$ cat src/rtl/coh_ack_pkg.sv
package coh_ack_pkg;

  typedef enum logic {
    LINK_COHERENT = 1'b0,
    LINK_AXI3     = 1'b1
  } link_mode_e;

  // Acknowledges are produced for every defined link mode.
  function automatic logic ack_allowed(input link_mode_e mode);
    return (mode == LINK_COHERENT) || (mode == LINK_AXI3);
  endfunction

endpackage

$ cat src/rtl/coh_wr_ack.sv
module coh_wr_ack (
  input  logic clk,
  input  logic rst_n,
  input  logic ack_en,
  input  logic bvalid,
  output logic bready,
  output logic live,
  output logic wack
);

  logic live_q;
  logic wack_q;

  // Ready opens on the first cycle after reset and stays open.
  always_ff @(posedge clk) begin
    if (!rst_n) live_q <= 1'b0;
    else        live_q <= 1'b1;
  end

  always_ff @(posedge clk) begin
    if (!rst_n) wack_q <= 1'b0;
    else        wack_q <= ack_en & bvalid & live_q;
  end

  assign bready = live_q;
  assign live   = live_q;
  assign wack   = wack_q;

endmodule

$ cat src/rtl/coh_rd_ack.sv
module coh_rd_ack (
  input  logic clk,
  input  logic rst_n,
  input  logic live,
  input  logic ack_en,
  input  logic rd_stall,
  input  logic rvalid,
  input  logic rlast,
  output logic rready,
  output logic rack
);

  logic ready_c;
  logic last_hs;
  logic rack_q;

  assign ready_c = live & ~rd_stall;
  assign last_hs = rvalid & ready_c & rlast;

  always_ff @(posedge clk) begin
    if (!rst_n) rack_q <= 1'b0;
    else        rack_q <= ack_en & last_hs;
  end

  assign rready = ready_c;
  assign rack   = rack_q;

endmodule

$ cat src/rtl/coh_aw_tracker.sv
module coh_aw_tracker #(
  parameter int PEND_MAX = 15,
  localparam int CNT_W   = $clog2(PEND_MAX + 1)
) (
  input  logic             clk,
  input  logic             rst_n,
  input  logic             aw_hs,
  input  logic             b_hs,
  input  logic             bvalid,
  output logic [CNT_W-1:0] pending,
  output logic             err_flag,
  output logic             err_pulse
);

  localparam logic [CNT_W-1:0] CNT_TOP  = CNT_W'(PEND_MAX);
  localparam logic [CNT_W-1:0] CNT_ZERO = '0;

  logic [CNT_W-1:0] cnt_q;
  logic [CNT_W-1:0] cnt_d;
  logic             at_zero;
  logic             at_top;
  logic             inc;
  logic             dec;
  logic             orphan;
  logic             flag_q;
  logic             pulse_q;

  assign at_zero = (cnt_q == CNT_ZERO);
  assign at_top  = (cnt_q == CNT_TOP);
  assign dec     = b_hs & ~at_zero;
  assign inc     = aw_hs & (~at_top | dec);
  assign orphan  = bvalid & at_zero;

  always_comb begin
    cnt_d = cnt_q;
    unique case ({inc, dec})
      2'b10:   cnt_d = cnt_q + 1'b1;
      2'b01:   cnt_d = cnt_q - 1'b1;
      default: cnt_d = cnt_q;
    endcase
  end

  always_ff @(posedge clk) begin
    if (!rst_n) begin
      cnt_q   <= '0;
      flag_q  <= 1'b0;
      pulse_q <= 1'b0;
    end else begin
      cnt_q   <= cnt_d;
      flag_q  <= flag_q | orphan;
      pulse_q <= orphan;
    end
  end

  assign pending   = cnt_q;
  assign err_flag  = flag_q;
  assign err_pulse = pulse_q;

endmodule

$ cat src/rtl/coh_ack_gen.sv
module coh_ack_gen #(
  parameter int PEND_MAX = 15,
  localparam int CNT_W   = $clog2(PEND_MAX + 1)
) (
  input  logic             clk,
  input  logic             rst_n,
  input  logic             compat_mode,
  input  logic             rd_stall,
  input  logic             rvalid,
  input  logic             rlast,
  output logic             rready,
  output logic             rack,
  input  logic             awvalid,
  input  logic             awready,
  input  logic             bvalid,
  output logic             bready,
  output logic             wack,
  output logic [CNT_W-1:0] aw_pending,
  output logic             orphan_err,
  output logic             orphan_pulse
);
  import coh_ack_pkg::*;

  link_mode_e mode;
  logic       ack_en;
  logic       live;
  logic       b_hs;
  logic       aw_hs;

  assign mode   = link_mode_e'(compat_mode);
  assign ack_en = ack_allowed(mode);
  assign b_hs   = bvalid & bready;
  assign aw_hs  = awvalid & awready;

  coh_wr_ack u_wr (
    .clk    (clk),
    .rst_n  (rst_n),
    .ack_en (ack_en),
    .bvalid (bvalid),
    .bready (bready),
    .live   (live),
    .wack   (wack)
  );

  coh_rd_ack u_rd (
    .clk      (clk),
    .rst_n    (rst_n),
    .live     (live),
    .ack_en   (ack_en),
    .rd_stall (rd_stall),
    .rvalid   (rvalid),
    .rlast    (rlast),
    .rready   (rready),
    .rack     (rack)
  );

  coh_aw_tracker #(.PEND_MAX(PEND_MAX)) u_aw (
    .clk       (clk),
    .rst_n     (rst_n),
    .aw_hs     (aw_hs),
    .b_hs      (b_hs),
    .bvalid    (bvalid),
    .pending   (aw_pending),
    .err_flag  (orphan_err),
    .err_pulse (orphan_pulse)
  );

endmodule

$ cat config.mk
export PLATFORM = sky130hd
export DESIGN_NAME = coh_ack_gen
export DESIGN_NICKNAME = d
export VERILOG_FILES = /design/src/rtl/coh_ack_pkg.sv /design/src/rtl/coh_wr_ack.sv /design/src/rtl/coh_rd_ack.sv /design/src/rtl/coh_aw_tracker.sv /design/src/rtl/coh_ack_gen.sv
export SDC_FILE = /design/constraint.sdc
export NUM_CORES = 1
export LEC_CHECK = 0
export ABC_CLOCK_PERIOD_IN_PS = 3060
export BUFFER_PORTS_ARGS = -buffer_cell sky130_fd_sc_hd__buf_4
export CAP_MARGIN = 10
export CORE_AREA = 2 2 39 41
export CTS_CLUSTER_DIAMETER = 200
export CTS_CLUSTER_SIZE = 16
export DETAILED_ROUTE_END_ITERATION = 10
export DIE_AREA = 0 0 41 43
export GPL_TIMING_DRIVEN = 0
export PLACE_DENSITY = 0.6
export SLEW_MARGIN = 20
export SYNTH_ARGS = -nofsm -noshare
export SYNTH_HDL_FRONTEND = slang
export SYNTH_HIERARCHICAL = 1
export SYNTH_SLANG_ARGS = --single-unit
$ cat constraint.sdc
create_clock -name clk -period 3.06 [get_ports clk]
set_input_delay 0.459 -clock clk [delete_from_list [all_inputs] [get_ports clk]]
set_output_delay 0.459 -clock clk [all_outputs]
set_load 0.05 [all_outputs]
== Word level (Yosys, flattened, before mapping) ==
Index checks and enable logic that the tools add are counted.

* Flip-flop bits (word level): 9
* Input bits: 9
* Word-level logic and storage cells: 28
* Output and inout bits: 10

* Bitwise logic cells: 13
* Add/sub/neg operators: 2
* Reduce and logical (&&, ||, !) cells: 2
* Mux-type cells: 2
* Eq/ne operators: 3

{| class="wikitable"
|+ Operator list
! cell !! count
|-
| $and A1 B1 Y1 || 8
|-
| $pmux W4 S2 || 1
|-
| $add A4 B1 Y4 const B || 1
|-
| $eq A4 B4 Y1 const B || 1
|-
| $logic_not A4 Y1 || 1
|-
| $sub A4 B1 Y4 const B || 1
|-
| $not A1 Y1 || 3
|-
| $eq A2 B1 Y1 const B || 1
|-
| $eq A2 B2 Y1 const B || 1
|-
| $or A1 B1 Y1 || 2
|-
| $reduce_bool A2 Y1 || 1
|-
| $mux W1 || 1
|}

== Depth between registers and ports, before layout ==
Gate-level depths: netlist (run 1).

* Depth after elaboration: 7
* Depth in mapped cells: 8
* Mapped depth without buffers: 8

== Hierarchy ==
Netlist (run 1), hierarchy kept.

{| class="wikitable"
|+ By module, submodules not included
! module !! cells each !! instances !! sequential area each (µm²) !! area each (µm²)
|-
| coh_aw_tracker || 36 || 1 || 120.1 || 325.3
|-
| coh_wr_ack || 4 || 1 || 40.0 || 56.3
|-
| coh_rd_ack || 4 || 1 || 20.0 || 45.0
|-
| coh_ack_gen || 3 || 1 || 0.0 || 16.3
|}

== Least setup slack after synthesis (run 1) ==
Ideal clock, no wire load.

* Path kind: register -> register
* Start: register u_aw.cnt_q[3] (netlist: u_aw/pending[3])
* End: register u_aw.cnt_q[2] (netlist: u_aw/pending[2])
* Cell stages (with the launch flop): 8
* Data required time: 2988 ps
* Setup time: 72 ps
* Path buffers: 0
* Period minus slack after synthesis: 2394 ps
* Slack: 666 ps
* Arrival time: 2322 ps
* Cell sequence: dfxtp_1 nor4_2 nor2_1 xor2_1 ha_1 or4_1 a211oi_1 mux2i_1

* Word-level cells in the longest chain between the ends: 7
* Elaborated cells between the ends (all ways): 11
* Those cells by class: eq/ne (3); mux (1); bitwise (5); reduce/logical (2)

{| class="wikitable"
|+ Ends and longest elaborated chain
! what !! line !! RTL
|-
| start, declared || coh_aw_tracker.sv:18 || <nowiki>logic [CNT_W-1:0] cnt_q;</nowiki>
|-
| start signal, assigned || coh_aw_tracker.sv:49 || <nowiki>cnt_q <= cnt_d;</nowiki>
|-
| $logic_not A4 Y1 || coh_aw_tracker.sv:28 || <nowiki>assign at_zero = (cnt_q == CNT_ZERO);</nowiki>
|-
| $not A1 Y1 || coh_aw_tracker.sv:30 || <nowiki>assign dec = b_hs & ~at_zero;</nowiki>
|-
| $and A1 B1 Y1 || coh_aw_tracker.sv:30 ||
|-
| $or A1 B1 Y1 || coh_aw_tracker.sv:31 || <nowiki>assign inc = aw_hs & (~at_top | dec);</nowiki>
|-
| $and A1 B1 Y1 || coh_aw_tracker.sv:31 ||
|-
| $eq A2 B1 Y1 / $eq A2 B2 Y1 (equally long branches) || coh_aw_tracker.sv:36 || <nowiki>unique case ({inc, dec})</nowiki>
|-
| $pmux W4 S2 / $reduce_bool A2 Y1 (equally long branches) || - ||
|}

Several ways; a longest one is shown, not always the timed one.
A chain may end at the register's enable or synchronous reset.

== Worst setup path in the final report (run 1) ==
* Start: register u_aw.cnt_q[2] (netlist: u_aw/pending[2])
* End: register u_aw.cnt_q[2] (netlist: u_aw/pending[2])

Same word-level chain as after synthesis.

==> impl_summary.txt, run 1 <==
----------------------------------------------------
[Detailed routing]
  Routed wire per std cell ... 10.93 um
  Via total after detailed routing ... 398
  Drt drc ... 0
  Total length of routed wires ... 929 um
  Detailed-route vias per instance ... 4.682
  DRC violation total after the first TritonRoute iteration ... 6
  Post-route ant nets ... 0
  Pre-Repair DR Iteration Count ... 4

[Power]
  Total leakage power ... 0.2774 nW
  Largest voltage drop on the vdd net ... 242.1 uV
  Total power divided by cell area ... 516.9 nW/um^2

[Timing]
  Pins Over Slew Limit ... 0
  Setup TNS Final ... 0 ns
  Number of failing setup endpoints in the final timing report ... 0
  Final hold violations ... 0
  Maximum clock frequency ... 423.4 MHz
  Final critical delay including setup and external delays ... 2.362 ns
  Tcrit/Tclk final ... 77.19%
  Final clock skew ... 0.001563 ns
  Setup repair after global routing missed its margin ... no

[Cells and area]
  Core occupancy in the finished layout ... 44.85%
  Ratio of cells with drive above 1 in the final layout ... 34.78%
  Synthesis-to-layout area growth ... 40.11%
  Fillers ... 137
  Flip-flop and latch area ... 180.2 um^2
  Multi-input gate area ... 255.2 um^2
  # diodes ... 0
  Number of nets in the layout ... 80

[Global routing]
  Global-route wire length before repair ... 1607 um
  Number of global-route vias before repair ... 411
  Pin count of the biggest net entering global routing ... 9
  Antenna violations before repair ... 0
  Total Routing Usage GR ... 13.47%
  Remaining Overflow, GRT ... 0

[Synth]
  Cell accounting for the most synthesized area ... sky130_fd_sc_hd__dfxtp_1
  Cell types with the largest area share after synthesis ... sky130_fd_sc_hd__dfxtp_1 41%, sky130_fd_sc_hd__a21oi_1 4.5%, sky130_fd_sc_hd__and2_1 4.2%
  Syn. warnings ... 6
  Number of instances in the synthesized netlist ... 47
  Top-area cell type share of the netlist area ... 40.68%
  Syn Area/Cell ... 9.424 um^2
  Sequential element share of the synthesized area ... 40.68%
  Yosys cell types ... 28
  Netlist Area Pre-Place ... 442.9 um^2
  Register bit total from synthesis ... 9

[Clock network]
  Hold-fix buffer count after cts ... 0
  Maximum root-to-sink buffer count ... 2
  Number of buffers added by the clock tree synthesis step ... 3
  Post CTS Setup Buffer Count ... 0
  CTS tree ... yes
  Worst skew pair latency ... 0.25 ns
  Resized cells post-CTS ... 0
  Clock transition at the registers of the reported paths ... 0.06 ns
  H-tree level count ... 1
  Clock root buffer ... sky130_fd_sc_hd__clkbuf_4
  Sink Count ... 9

[Die]
  Initial standard-cell utilization of the core ... 32.01%
  X dimension of the die ... 41 um
  Total number of placement rows ... 14
  Chip Height ... 43 um
  Total Die Area ... 1763 um^2
  Total core area ... 1384 um^2
  Top-level I/O count ... 19

[Setup path]
  Setup crit start kind ... flip-flop
  Worst path arrival time ... 2.55 ns
  Critical path's largest stage delay ... 0.49 ns
  Critical-path maximum fanout ... 7
  Required @ worst endpoint ... 3.24 ns
  Buffer and inverter count on the worst path ... 0
  Slowest library cell on the worst path ... sky130_fd_sc_hd__or4_1
  Largest delay contributor family on the critical path ... simple AND/OR/NAND/NOR gates
  Critical Path End Type ... flip-flop
  Cells traversed along the worst timing path ... nor4_2 -> nor2_1 -> xor2_1 -> ha_1 -> or4_1 -> a211oi_1 -> mux2i_1
  Type of the worst setup path ... reg2reg

[Placed design]
  Routability congestion estimate ... 0.7403
  DP HPWL ... 720 um
  Count of buffers inserted at the top-level ports ... 17

[Status]
  Status ... finished, final reports clean

[Job]
  Number of maximum-capacitance violations ... 0

[Worst hold path]
  Hold crit path type ... in2reg

----------------------------------------------------
-- placed cells by master, fill, tap and decap left out --
cell,instances
sky130_fd_sc_hd__a211oi_1,1
sky130_fd_sc_hd__a21oi_1,4
sky130_fd_sc_hd__and2_1,3
sky130_fd_sc_hd__and3_1,1
sky130_fd_sc_hd__and4_1,1
sky130_fd_sc_hd__and4b_1,1
sky130_fd_sc_hd__buf_4,18
sky130_fd_sc_hd__clkbuf_1,1
sky130_fd_sc_hd__clkbuf_4,3
sky130_fd_sc_hd__conb_1,2
sky130_fd_sc_hd__dfxtp_1,9
sky130_fd_sc_hd__ha_1,1
sky130_fd_sc_hd__inv_1,1
sky130_fd_sc_hd__mux2i_1,1
sky130_fd_sc_hd__nand2_1,2
sky130_fd_sc_hd__nand2b_1,3
sky130_fd_sc_hd__nand4_1,1
sky130_fd_sc_hd__nor2_1,2
sky130_fd_sc_hd__nor2b_1,1
sky130_fd_sc_hd__nor3b_2,1
sky130_fd_sc_hd__nor4_2,1
sky130_fd_sc_hd__o211a_2,1
sky130_fd_sc_hd__o21a_1,1
sky130_fd_sc_hd__o21ai_0,3
sky130_fd_sc_hd__o41ai_1,1
sky130_fd_sc_hd__or3_1,1
sky130_fd_sc_hd__or3b_1,1
sky130_fd_sc_hd__or4_1,1
sky130_fd_sc_hd__or4b_1,1
sky130_fd_sc_hd__xor2_1,1
-- state kept, by name (all words and copies together), names as in the netlist --
signal,flops
u_aw/err_flag,1
u_aw/err_pulse,1
u_aw/pending,4
u_rd/rack,1
u_wr/bready,1
u_wr/wack,1
-- layout make-up --
class                      count  share of cell area, %
multi-input combinational     37                  41.13
buffer                         1                  1.210
tap                           16                  3.226
timing repair buffer          17                  20.56
clock buffer                   4                  4.234
sequential                     9                  29.03
inverter                       1                 0.6048
-- worst register-to-register path, cell delays in order, from the launching register on --
cell,delay [ns]
sky130_fd_sc_hd__dfxtp_1,0.37
sky130_fd_sc_hd__nor4_2,0.48
sky130_fd_sc_hd__nor2_1,0.10
sky130_fd_sc_hd__xor2_1,0.16
sky130_fd_sc_hd__ha_1,0.19
sky130_fd_sc_hd__or4_1,0.49
sky130_fd_sc_hd__a211oi_1,0.28
sky130_fd_sc_hd__mux2i_1,0.22
-- cells in the mapped netlist --
library cell,number
sky130_fd_sc_hd__dfxtp_1,9
sky130_fd_sc_hd__a21oi_1,4
sky130_fd_sc_hd__and2_1,3
sky130_fd_sc_hd__nand2b_1,3
sky130_fd_sc_hd__o21ai_0,3
sky130_fd_sc_hd__nand2_1,2
sky130_fd_sc_hd__nor2_1,2
sky130_fd_sc_hd__a211oi_1,1
sky130_fd_sc_hd__and3_1,1
sky130_fd_sc_hd__and4_1,1
sky130_fd_sc_hd__and4b_1,1
sky130_fd_sc_hd__buf_4,1
sky130_fd_sc_hd__conb_1,1
sky130_fd_sc_hd__ha_1,1
sky130_fd_sc_hd__inv_1,1
sky130_fd_sc_hd__mux2i_1,1
sky130_fd_sc_hd__nand4_1,1
sky130_fd_sc_hd__nor2b_1,1
sky130_fd_sc_hd__nor3b_2,1
sky130_fd_sc_hd__nor4_2,1
sky130_fd_sc_hd__o211a_2,1
sky130_fd_sc_hd__o21a_1,1
sky130_fd_sc_hd__o41ai_1,1
sky130_fd_sc_hd__or3_1,1
sky130_fd_sc_hd__or3b_1,1
sky130_fd_sc_hd__or4_1,1
sky130_fd_sc_hd__or4b_1,1
sky130_fd_sc_hd__xor2_1,1
-- cell families after synthesis --
family | Yosys count | share of synthesized area [%]
adder cells (fa/ha/maj) | 1 | 2.824
flip-flops | 9 | 40.68
other | 1 | 0.8466
buffers and inverters | 2 | 2.542
XOR/XNOR | 1 | 1.978
multiplexers | 1 | 2.260
AND/OR/NAND/NOR | 21 | 33.34
AO/OA/AOI/OAI | 11 | 15.54
-- stage by stage --
| stage | area [um^2] | worst slack [ns] | hold slack, ns | cells | power, mW |
|---|---|---|---|---|---|
| 3_5_place_dp | 594.3 | 0.6188 | 0.4602 | 81 | 0.2339 |
| 6_report | 620.6 | 0.6979 | 0.3589 | 85 | 0.3208 |
| 3_3_place_gp | 594.3 | 0.6317 | 0.4524 | 81 | 0.2338 |
| 2_1_floorplan | 446.7 | 0.6659 | 0.4867 | 48 | 0.2030 |
| 5_1_grt | 620.6 | 0.4385 | 0.3474 | 85 | 0.3401 |
| 4_1_cts | 620.6 | 0.6735 | 0.3528 | 85 | 0.3252 |
-- worst paths after layout --
kind / slack [ns] / from / cells past startpoint / to
setup / recovery: 0.70 / u_aw/pending[2] / 7 / u_aw/pending[2]
hold / removal: 0.36 / rst_n / 1 / u_wr/bready
setup reg to reg: 0.70 / u_aw/pending[2] / 7 / u_aw/pending[2]
hold reg to reg: 0.47 / u_aw/err_flag / 2 / u_aw/err_flag
-- where the power goes --
| group | internal [mW] | switching (mW) | leakage (nW) |
|---|---|---|---|
| clock | 0.0501 | 0.0393 | 0.0150 |
| sequential | 0.126 | 0.0108 | 0.0738 |
| combinational | 0.0363 | 0.0582 | 0.189 |
| total | 0.213 | 0.108 | 0.277 |
-- routing by layer --
metal	track usage (%)	wire [um]	up-vias
li1	-	-	214
met1	14.84	443	179
met2	20.94	461	3
met3	4.712	9	2
met4	8.000	14	0
met5	0	0	-
No activity file was read; power rests on OpenSTA's default activity.
==> run 2: changes to the inputs <==
--- a/config.mk
+++ b/config.mk
@@ -5,7 +5,8 @@
 export SDC_FILE = /design/constraint.sdc
 export NUM_CORES = 1
 export LEC_CHECK = 0
-export ABC_CLOCK_PERIOD_IN_PS = 3060
+export ABC_AREA = 1
+export ABC_CLOCK_PERIOD_IN_PS = 2400
 export BUFFER_PORTS_ARGS = -buffer_cell sky130_fd_sc_hd__buf_4
 export CAP_MARGIN = 10
 export CORE_AREA = 2 2 39 41
@@ -14,7 +15,7 @@
 export DETAILED_ROUTE_END_ITERATION = 10
 export DIE_AREA = 0 0 41 43
 export GPL_TIMING_DRIVEN = 0
-export PLACE_DENSITY = 0.6
+export PLACE_DENSITY = 0.66
 export SLEW_MARGIN = 20
 export SYNTH_ARGS = -nofsm -noshare
 export SYNTH_HDL_FRONTEND = slang
==> constraint.sdc (replaced) <==
create_clock -name clk -period 2.4 [get_ports clk]
set_input_delay 0.36 -clock clk [delete_from_list [all_inputs] [get_ports clk]]
set_output_delay 0.36 -clock clk [all_outputs]
set_load 0.05 [all_outputs]
==> run 2 against run 1 <==
Net effect: hold slack lost 0.086 ns; routed wire length grew 12%; largest cell class unchanged; utilization grew 5.2 points; flip-flop and latch count is the same; critical endpoint unchanged; critical path type unchanged; global-route usage shrank 1.1 points.
==> impl_summary.txt, run 2 <==
----------------------------------------------------
[Placed design]
  Routability congestion estimate ... 0.8046 (was 0.7403)
  DP HPWL ... 797.1 um (was 720 um)
  Count of buffers inserted at the top-level ports ... 17 (unchanged)
  Placement Setup Slack ... 0.7904 ns (was 0.6188 ns)

[Cells and area]
  Top library cells by usage in the layout, fill and taps aside ... 18 x sky130_fd_sc_hd__buf_4, 17 x sky130_fd_sc_hd__nand2_1, 16 x sky130_fd_sc_hd__inv_1 (was 18 x sky130_fd_sc_hd__buf_4, 9 x sky130_fd_sc_hd__dfxtp_1, 4 x sky130_fd_sc_hd__a21oi_1)
  Most common cell after layout, fill and taps aside ... sky130_fd_sc_hd__buf_4 (unchanged)
  Synthesis-to-layout area growth ... 34.47% (was 40.11%)
  Core occupancy in the finished layout ... 50.09% (was 44.85%)
  Ratio of cells with drive above 1 in the final layout ... 32.99% (was 34.78%)
  Fillers ... 141 (was 137)
  Number of nets in the layout ... 108 (was 80)
  # diodes ... 0 (unchanged)
  Flip-flop count of the largest register after layout ... 4 (unchanged)

[Setup path]
  Critical-path maximum fanout ... 7 (unchanged)
  Slowest library cell on the worst path ... sky130_fd_sc_hd__dfxtp_1 (was sky130_fd_sc_hd__or4_1)
  R2R setup slack ... 0.83 ns (was 0.70 ns)
  Type of the worst setup path ... reg2reg (unchanged)
  Worst path arrival time ... 1.73 ns (was 2.55 ns)
  Setup crit start kind ... flip-flop (unchanged)
  Cells traversed along the worst timing path ... nor2_4 -> nand2_4 -> nand4_1 -> nand2_1 -> inv_1 -> ha_1 -> inv_1 -> nand2_1 -> nand2_1 -> nand3_1 -> nand2_1 -> inv_1 (was nor4_2 -> nor2_1 -> xor2_1 -> ha_1 -> or4_1 -> a211oi_1 -> mux2i_1)
  Critical Path End Type ... flip-flop (unchanged)
  Critical path's largest stage delay ... 0.51 ns (was 0.49 ns)
  Required @ worst endpoint ... 2.56 ns (was 3.24 ns)
  Buffer and inverter count on the worst path ... 3 (was 0)
  Largest delay contributor family on the critical path ... simple AND/OR/NAND/NOR gates (unchanged)
  Critical Path Most Common Cell ... sky130_fd_sc_hd__nand2_1

[Synth]
  Sequential element share of the synthesized area ... 34.95% (was 40.68%)
  Share of async-settable or async-resettable flops after synthesis ... 0% (unchanged)
  Number of instances in the synthesized netlist ... 75 (was 47)
  Netlist Area Pre-Place ... 515.5 um^2 (was 442.9 um^2)
  Yosys cell types ... 19 (was 28)
  Count leader, synth ... sky130_fd_sc_hd__nand2_1 (was sky130_fd_sc_hd__dfxtp_1)
  Top cells by count, synth ... 17 x sky130_fd_sc_hd__nand2_1, 16 x sky130_fd_sc_hd__inv_1, 9 x sky130_fd_sc_hd__dfxtp_1 (was 9 x sky130_fd_sc_hd__dfxtp_1, 4 x sky130_fd_sc_hd__a21oi_1, 3 x sky130_fd_sc_hd__and2_1, 3 x sky130_fd_sc_hd__nand2b_1, 3 x sky130_fd_sc_hd__o21ai_0)
  Cell types with the largest area share after synthesis ... sky130_fd_sc_hd__dfxtp_1 35%, sky130_fd_sc_hd__nand2_1 12%, sky130_fd_sc_hd__inv_1 12% (was sky130_fd_sc_hd__dfxtp_1 41%, sky130_fd_sc_hd__a21oi_1 4.5%, sky130_fd_sc_hd__and2_1 4.2%)
  Syn Area/Cell ... 6.873 um^2 (was 9.424 um^2)
  Number of enable-type register cells in the synthesized netlist ... 0 (unchanged)
  Syn. warnings ... 6 (unchanged)
  Cell accounting for the most synthesized area ... sky130_fd_sc_hd__dfxtp_1 (unchanged)
  Leading register cell type out of synthesis ... sky130_fd_sc_hd__dfxtp_1 (unchanged)
  Register bit total from synthesis ... 9 (unchanged)
  Top-area cell type share of the netlist area ... 34.95% (was 40.68%)

[Global routing]
  Global-route wire length before repair ... 1462 um (was 1607 um)
  Remaining Overflow, GRT ... 0 (unchanged)
  Total Routing Usage GR ... 12.37% (was 13.47%)
  Pin count of the biggest net entering global routing ... 10 (was 9)
  Antenna violations before repair ... 0 (unchanged)
  Number of global-route vias before repair ... 385 (was 411)

[Detailed routing]
  Routed wire per std cell ... 9.168 um (was 10.93 um)
  DRC violation total after the first TritonRoute iteration ... 11 (was 6)
  Total length of routed wires ... 1036 um (was 929 um)
  Post-route ant nets ... 0 (unchanged)
  Via total after detailed routing ... 507 (was 398)
  Drt drc ... 0 (unchanged)
  Pre-Repair DR Iteration Count ... 3 (was 4)
  Detailed-route vias per instance ... 4.487 (was 4.682)

[Timing]
  Number of failing setup endpoints in the final timing report ... 0 (unchanged)
  Setup repair after global routing missed its margin ... no (unchanged)
  Worst path setup slack after routing ... 0.8299 ns (was 0.6979 ns)
  Tcrit/Tclk final ... 65.42% (was 77.19%)
  Final critical delay including setup and external delays ... 1.570 ns (was 2.362 ns)
  Setup TNS Final ... 0 ns (unchanged)
  Maximum clock frequency ... 636.9 MHz (was 423.4 MHz)
  Pins Over Slew Limit ... 0 (unchanged)
  Final hold violations ... 0 (unchanged)
  Final worst hold slack ... 0.2726 ns (was 0.3589 ns)
  Final clock skew ... 0.0007273 ns (was 0.001563 ns)

[Power]
  Proportion of power drawn by flip-flops and latches ... 39.8% (was 42.7%)
  Power dissipated by switching net loads ... 0.1733 mW (was 0.1083 mW)
  Sw frac ... 38.28% (was 33.75%)
  Total leakage power ... 0.3897 nW (was 0.2774 nW)
  Largest voltage drop on the vdd net ... 270.3 uV (was 242.1 uV)
  Internal Dissipation ... 0.2794 mW (was 0.2125 mW)
  Total power divided by cell area ... 653.0 nW/um^2 (was 516.9 nW/um^2)
  Part of the total power dissipated in combinational logic ... 35.4% (was 29.4%)
  Total power draw ... 0.4526 mW (was 0.3208 mW)
  Clock share of power ... 24.8% (was 27.9%)

[Die]
  Total number of placement rows ... 14 (unchanged)
  Top-level I/O count ... 19 (unchanged)
  Initial standard-cell utilization of the core ... 37.25% (was 32.01%)
  Total Die Area ... 1763 um^2 (unchanged)
  X dimension of the die ... 41 um (unchanged)
  Total core area ... 1384 um^2 (unchanged)
  Chip Height ... 43 um (unchanged)

[Clock network]
  Maximum root-to-sink buffer count ... 2 (unchanged)
  Hold-fix buffer count after cts ... 0 (unchanged)
  Worst skew pair latency ... 0.25 ns (about the same)
  Clock transition at the registers of the reported paths ... 0.06 ns (about the same)
  CTS tree ... yes (unchanged)
  Resized cells post-CTS ... 0 (unchanged)
  Number of buffers added by the clock tree synthesis step ... 3 (unchanged)
  Clock root buffer ... sky130_fd_sc_hd__clkbuf_4 (unchanged)
  Sink Count ... 9 (unchanged)
  Post CTS Setup Buffer Count ... 0 (unchanged)
  H-tree level count ... 1 (unchanged)

[Status]
  Status ... finished, final reports clean (unchanged)

[Job]
  Number of maximum-capacitance violations ... 0 (unchanged)

[Worst hold path]
  Hold crit path type ... in2reg (unchanged)

----------------------------------------------------
[run 2: changes by cell type after synthesis, moves of 2 or more]
cell                       before  now
sky130_fd_sc_hd__inv_1          1   16
sky130_fd_sc_hd__nand2_2        0    4
sky130_fd_sc_hd__and2_1         3    0
sky130_fd_sc_hd__o21ai_1        0    2
sky130_fd_sc_hd__nand3_1        0    4
sky130_fd_sc_hd__nand2_1        2   17
sky130_fd_sc_hd__nand4_1        1    4
sky130_fd_sc_hd__nand2b_1       3    0
sky130_fd_sc_hd__nor2_2         0    2
[run 2: kinds of logic after synthesis]
logic type,after synthesis,synth area share [%]
AO/OA/AOI/OAI,8,7.765
flip-flops,9,34.95
adder cells (fa/ha/maj),1,2.427
other,1,0.7275
buffers and inverters,18,13.84
AND/OR/NAND/NOR,38,40.29
[run 2: final timing paths]
kind | end | from | depth (start not counted)
min reg2reg | u_wr/wack | u_wr/bready | 2
min | u_wr/bready | rst_n | 1
max reg2reg | u_aw/pending[2] | u_aw/pending[0] | 12
max | u_aw/pending[2] | u_aw/pending[0] | 12
[run 2: through the flow]
stage	instance area (um^2)	std cells
global placement	666.9	109
detailed placement	666.9	109
global route	693.2	113
finish	693.2	113
floorplan	519.2	76
CTS	693.2	113
[run 2: layout make-up]
cell class                 count  area (um^2)  share of cell area, %
multi-input combinational     49        267.8                  38.63
sequential                     9        180.2                  25.99
timing repair buffer          17        127.6                  18.41
inverter                      17        63.81                  9.206
clock buffer                   4        26.28                  3.791
tap                           16        20.02                  2.888
buffer                         1        7.507                  1.083
[run 2: per-layer routing]
metal	global-route usage [%]	vias up	part of all wire (%)
met3	3.141	0	9.2
met2	18.13	19	46
li1	-	272	-
met4	8.000	0	0
met1	15.21	216	45
met5	0	-	0
[run 2: power groups by stage]
| stage | registers [mW] | clock network (mW) | logic (mW) |
|---|---|---|---|
| finish | 0.180 | 0.112 | 0.160 |
| global placement | 0.183 | 0 | 0.158 |
| CTS | 0.180 | 0.117 | 0.161 |
| detailed placement | 0.183 | 0 | 0.160 |
| global route | 0.181 | 0.124 | 0.175 |
| floorplan | 0.224 | 0 | 0.0733 |
==> run 3: changes to the inputs <==
--- a/config.mk
+++ b/config.mk
@@ -5,8 +5,8 @@
 export SDC_FILE = /design/constraint.sdc
 export NUM_CORES = 1
 export LEC_CHECK = 0
-export ABC_AREA = 1
-export ABC_CLOCK_PERIOD_IN_PS = 2400
+export ABC_AREA = 0
+export ABC_CLOCK_PERIOD_IN_PS = 1400
 export BUFFER_PORTS_ARGS = -buffer_cell sky130_fd_sc_hd__buf_4
 export CAP_MARGIN = 10
 export CORE_AREA = 2 2 39 41
@@ -15,7 +15,7 @@
 export DETAILED_ROUTE_END_ITERATION = 10
 export DIE_AREA = 0 0 41 43
 export GPL_TIMING_DRIVEN = 0
-export PLACE_DENSITY = 0.66
+export PLACE_DENSITY = 0.63
 export SLEW_MARGIN = 20
 export SYNTH_ARGS = -nofsm -noshare
 export SYNTH_HDL_FRONTEND = slang
==> constraint.sdc (replaced) <==
create_clock -name clk -period 1.4 [get_ports clk]
set_input_delay 0.21 -clock clk [delete_from_list [all_inputs] [get_ports clk]]
set_output_delay 0.21 -clock clk [all_outputs]
set_load 0.05 [all_outputs]
==> run 3 against run 2 <==
Net effect: the flow now finishes with violations (setup timing); first-iteration DRC count is 27% higher; final cell count is 19% lower; hold slack worse by 0.17 ns; largest cell class unchanged.
==> impl_summary.txt, run 3 (synthesis results as in run 1) <==
----------------------------------------------------
[Clock network]
  Sink Count ... 9 (unchanged)
  Maximum root-to-sink buffer count ... 2 (unchanged)
  Number of buffers added by the clock tree synthesis step ... 3 (unchanged)
  CTS tree ... yes (unchanged)
  Worst skew pair latency ... 0.25 ns (about the same)
  Clock transition at the registers of the reported paths ... 0.06 ns (about the same)
  H-tree level count ... 1 (unchanged)
  Clock root buffer ... sky130_fd_sc_hd__clkbuf_4 (unchanged)
  Hold-fix buffer count after cts ... 0 (unchanged)

[Worst hold path]
  Hold path start ... rst_n (unchanged)
  Cell count of the worst hold path ... 1 (unchanged)
  Hold worst-path end ... u_wr/bready (unchanged)
  Hold crit path type ... in2reg (unchanged)

[Global routing]
  Antenna violations before repair ... 0 (unchanged)
  Remaining Overflow, GRT ... 0 (unchanged)
  Total Routing Usage GR ... 13.22% (was 12.37%)
  Global-route wire length before repair ... 1531 um (was 1462 um)
  Number of global-route vias before repair ... 394 (was 385)
  Pin count of the biggest net entering global routing ... 9 (was 10)

[Setup path]
  R2R setup slack ... -0.58 ns (was 0.83 ns)
  Critical path startpoint ... u_aw/pending[2] (was u_aw/pending[0])
  Slowest library cell on the worst path ... sky130_fd_sc_hd__or4_4 (was sky130_fd_sc_hd__dfxtp_1)
  Buffer and inverter count on the worst path ... 0 (was 3)
  Critical Path End Type ... flip-flop (unchanged)
  Required @ worst endpoint ... 1.58 ns (was 2.56 ns)
  Cells traversed along the worst timing path ... nor4_4 -> nor2_1 -> xor2_1 -> ha_2 -> or4_4 -> a211oi_2 -> mux2i_1 (was nor2_4 -> nand2_4 -> nand4_1 -> nand2_1 -> inv_1 -> ha_1 -> inv_1 -> nand2_1 -> nand2_1 -> nand3_1 -> nand2_1 -> inv_1)
  Largest delay contributor family on the critical path ... simple AND/OR/NAND/NOR gates (unchanged)
  Worst path arrival time ... 2.16 ns (was 1.73 ns)
  Endpoint of the worst register-to-register path ... u_aw/pending[2] (unchanged)
  Type of the worst setup path ... reg2reg (unchanged)
  Critical-path maximum fanout ... 2 (was 7)
  Setup crit start kind ... flip-flop (unchanged)
  Critical path's largest stage delay ... 0.42 ns (was 0.51 ns)
  Worst reg2reg path startpoint ... u_aw/pending[2] (was u_aw/pending[0])
  Depth of the most critical reg-to-reg path ... 7 (was 12)

[Placed design]
  DP HPWL ... 746.2 um (was 797.1 um)
  Routability congestion estimate ... 0.6525 (was 0.8046)
  Placement-stage cell area ... 626.9 um^2 (was 666.9 um^2)
  Post-Place Cells ... 81 (was 109)
  Count of buffers inserted at the top-level ports ... 17 (unchanged)
  Placement Setup Slack ... -0.8247 ns (was 0.7904 ns)

[Power]
  Largest voltage drop on the vdd net ... 492.3 uV (was 270.3 uV)
  Total power draw ... 0.7592 mW (was 0.4526 mW)
  Total power divided by cell area ... 1025 nW/um^2 (was 653.0 nW/um^2)
  Total leakage power ... 0.3285 nW (was 0.3897 nW)

[Cells and area]
  Final instance area ... 740.7 um^2 (was 693.2 um^2)
  Synthesis-to-layout area growth ... 67.23% (was 34.47%)
  Layout Cells excl Fill ... 92 (was 113)
  Flip-flop count of the largest register after layout ... 4 (unchanged)
  Ratio of cells with drive above 1 in the final layout ... 57.89% (was 32.99%)
  Fillers ... 132 (was 141)
  Most common cell after layout, fill and taps aside ... sky130_fd_sc_hd__buf_4 (unchanged)
  # diodes ... 0 (unchanged)
  Number of nets in the layout ... 87 (was 108)
  Top library cells by usage in the layout, fill and taps aside ... 24 x sky130_fd_sc_hd__buf_4, 5 x sky130_fd_sc_hd__dfxtp_4, 4 x sky130_fd_sc_hd__dfxtp_1 (was 18 x sky130_fd_sc_hd__buf_4, 17 x sky130_fd_sc_hd__nand2_1, 16 x sky130_fd_sc_hd__inv_1)

[Die]
  Total Die Area ... 1763 um^2 (unchanged)
  Initial standard-cell utilization of the core ... 32.01% (was 37.25%)
  Top-level I/O count ... 19 (unchanged)
  X dimension of the die ... 41 um (unchanged)
  Total number of placement rows ... 14 (unchanged)
  Total core area ... 1384 um^2 (unchanged)
  Chip Height ... 43 um (unchanged)

[Detailed routing]
  Pre-Repair DR Iteration Count ... 4 (was 3)
  Total length of routed wires ... 1078 um (was 1036 um)
  Drt drc ... 0 (unchanged)
  Post-route ant nets ... 0 (unchanged)
  Routed wire per std cell ... 11.72 um (was 9.168 um)
  Detailed-route vias per instance ... 4.837 (was 4.487)
  Via total after detailed routing ... 445 (was 507)
  DRC violation total after the first TritonRoute iteration ... 14 (was 11)

[Timing]
  Tcrit/Tclk final ... 141.2% (was 65.42%)
  Pins Over Slew Limit ... 0 (unchanged)
  Final hold violations ... 0 (unchanged)
  Number of failing setup endpoints in the final timing report ... 3 (was 0)
  Final clock skew ... 0.001769 ns (was 0.0007273 ns)
  Final critical delay including setup and external delays ... 1.977 ns (was 1.570 ns)
  Final worst hold slack ... 0.1063 ns (was 0.2726 ns)
  Worst path setup slack after routing ... -0.5767 ns (was 0.8299 ns)
  Maximum clock frequency ... 505.9 MHz (was 636.9 MHz)
  Setup repair after global routing missed its margin ... yes (was no)

[Status]
  Status ... complete, but fails checks (was finished, final reports clean)
  Violations in the final reports ... setup timing

[Job]
  Number of maximum-capacitance violations ... 0 (unchanged)

----------------------------------------------------
## run 3: worst max path at each step
| stage | end | slack (ns) | cells past startpoint |
|---|---|---|---|
| after floorplan | u_aw/pending[2] | -0.74 | 7 |
| after global placement | u_aw/pending[2] | -0.80 | 7 |
| after detailed placement | u_aw/pending[2] | -0.82 | 7 |
| after CTS | u_aw/pending[2] | -0.61 | 7 |
| after global routing | u_aw/pending[2] | -0.68 | 7 |
| final | u_aw/pending[2] | -0.58 | 7 |
## run 3: worst register-to-register path: stages, from the launching register on
cell                       delay (ns)
sky130_fd_sc_hd__dfxtp_4         0.35
sky130_fd_sc_hd__nor4_4          0.29
sky130_fd_sc_hd__nor2_1          0.08
sky130_fd_sc_hd__xor2_1          0.15
sky130_fd_sc_hd__ha_2            0.17
sky130_fd_sc_hd__or4_4           0.42
sky130_fd_sc_hd__a211oi_2        0.25
sky130_fd_sc_hd__mux2i_1         0.20
## run 3: layout make-up
class / count / area [um^2] / area share [%]
tap: 16 / 20.02 / 2.703
multi-input combinational: 37 / 300.3 / 40.54
buffer: 1 / 7.507 / 1.014
inverter: 1 / 3.754 / 0.5068
clock buffer: 4 / 26.28 / 3.547
timing repair buffer: 24 / 183.9 / 24.83
sequential: 9 / 198.9 / 26.86
## run 3: routing by layer
metal | GRT usage (%) | vias up | routed length (um)
li1 | - | 230 | -
met2 | 18.13 | 17 | 550
met4 | 8.000 | 0 | 0
met5 | 0 | - | 0
met1 | 16.34 | 198 | 440
met3 | 5.759 | 0 | 86
## run 3: power breakdown
group | switching [mW] | total [mW] | internal [mW]
clock network | 0.0851 | 0.195 | 0.109
registers | 0.0270 | 0.302 | 0.275
logic | 0.143 | 0.263 | 0.120
## run 3: repair_timing
item	CTS	global route
resized for setup	3	6
setup buffers	4	3
endpoints found under the setup margin	3	3
gates cloned	0	0
pin swaps	4	7
## run 3: metrics by stage
stage | utilization (%) | setup TNS (ns)
detailed placement | 45.30 | -1.462
CTS | 50.00 | -1.294
finish | 53.53 | -1.402
global placement | 45.30 | -1.391
floorplan | - | -1.266
global route | 53.53 | -1.593
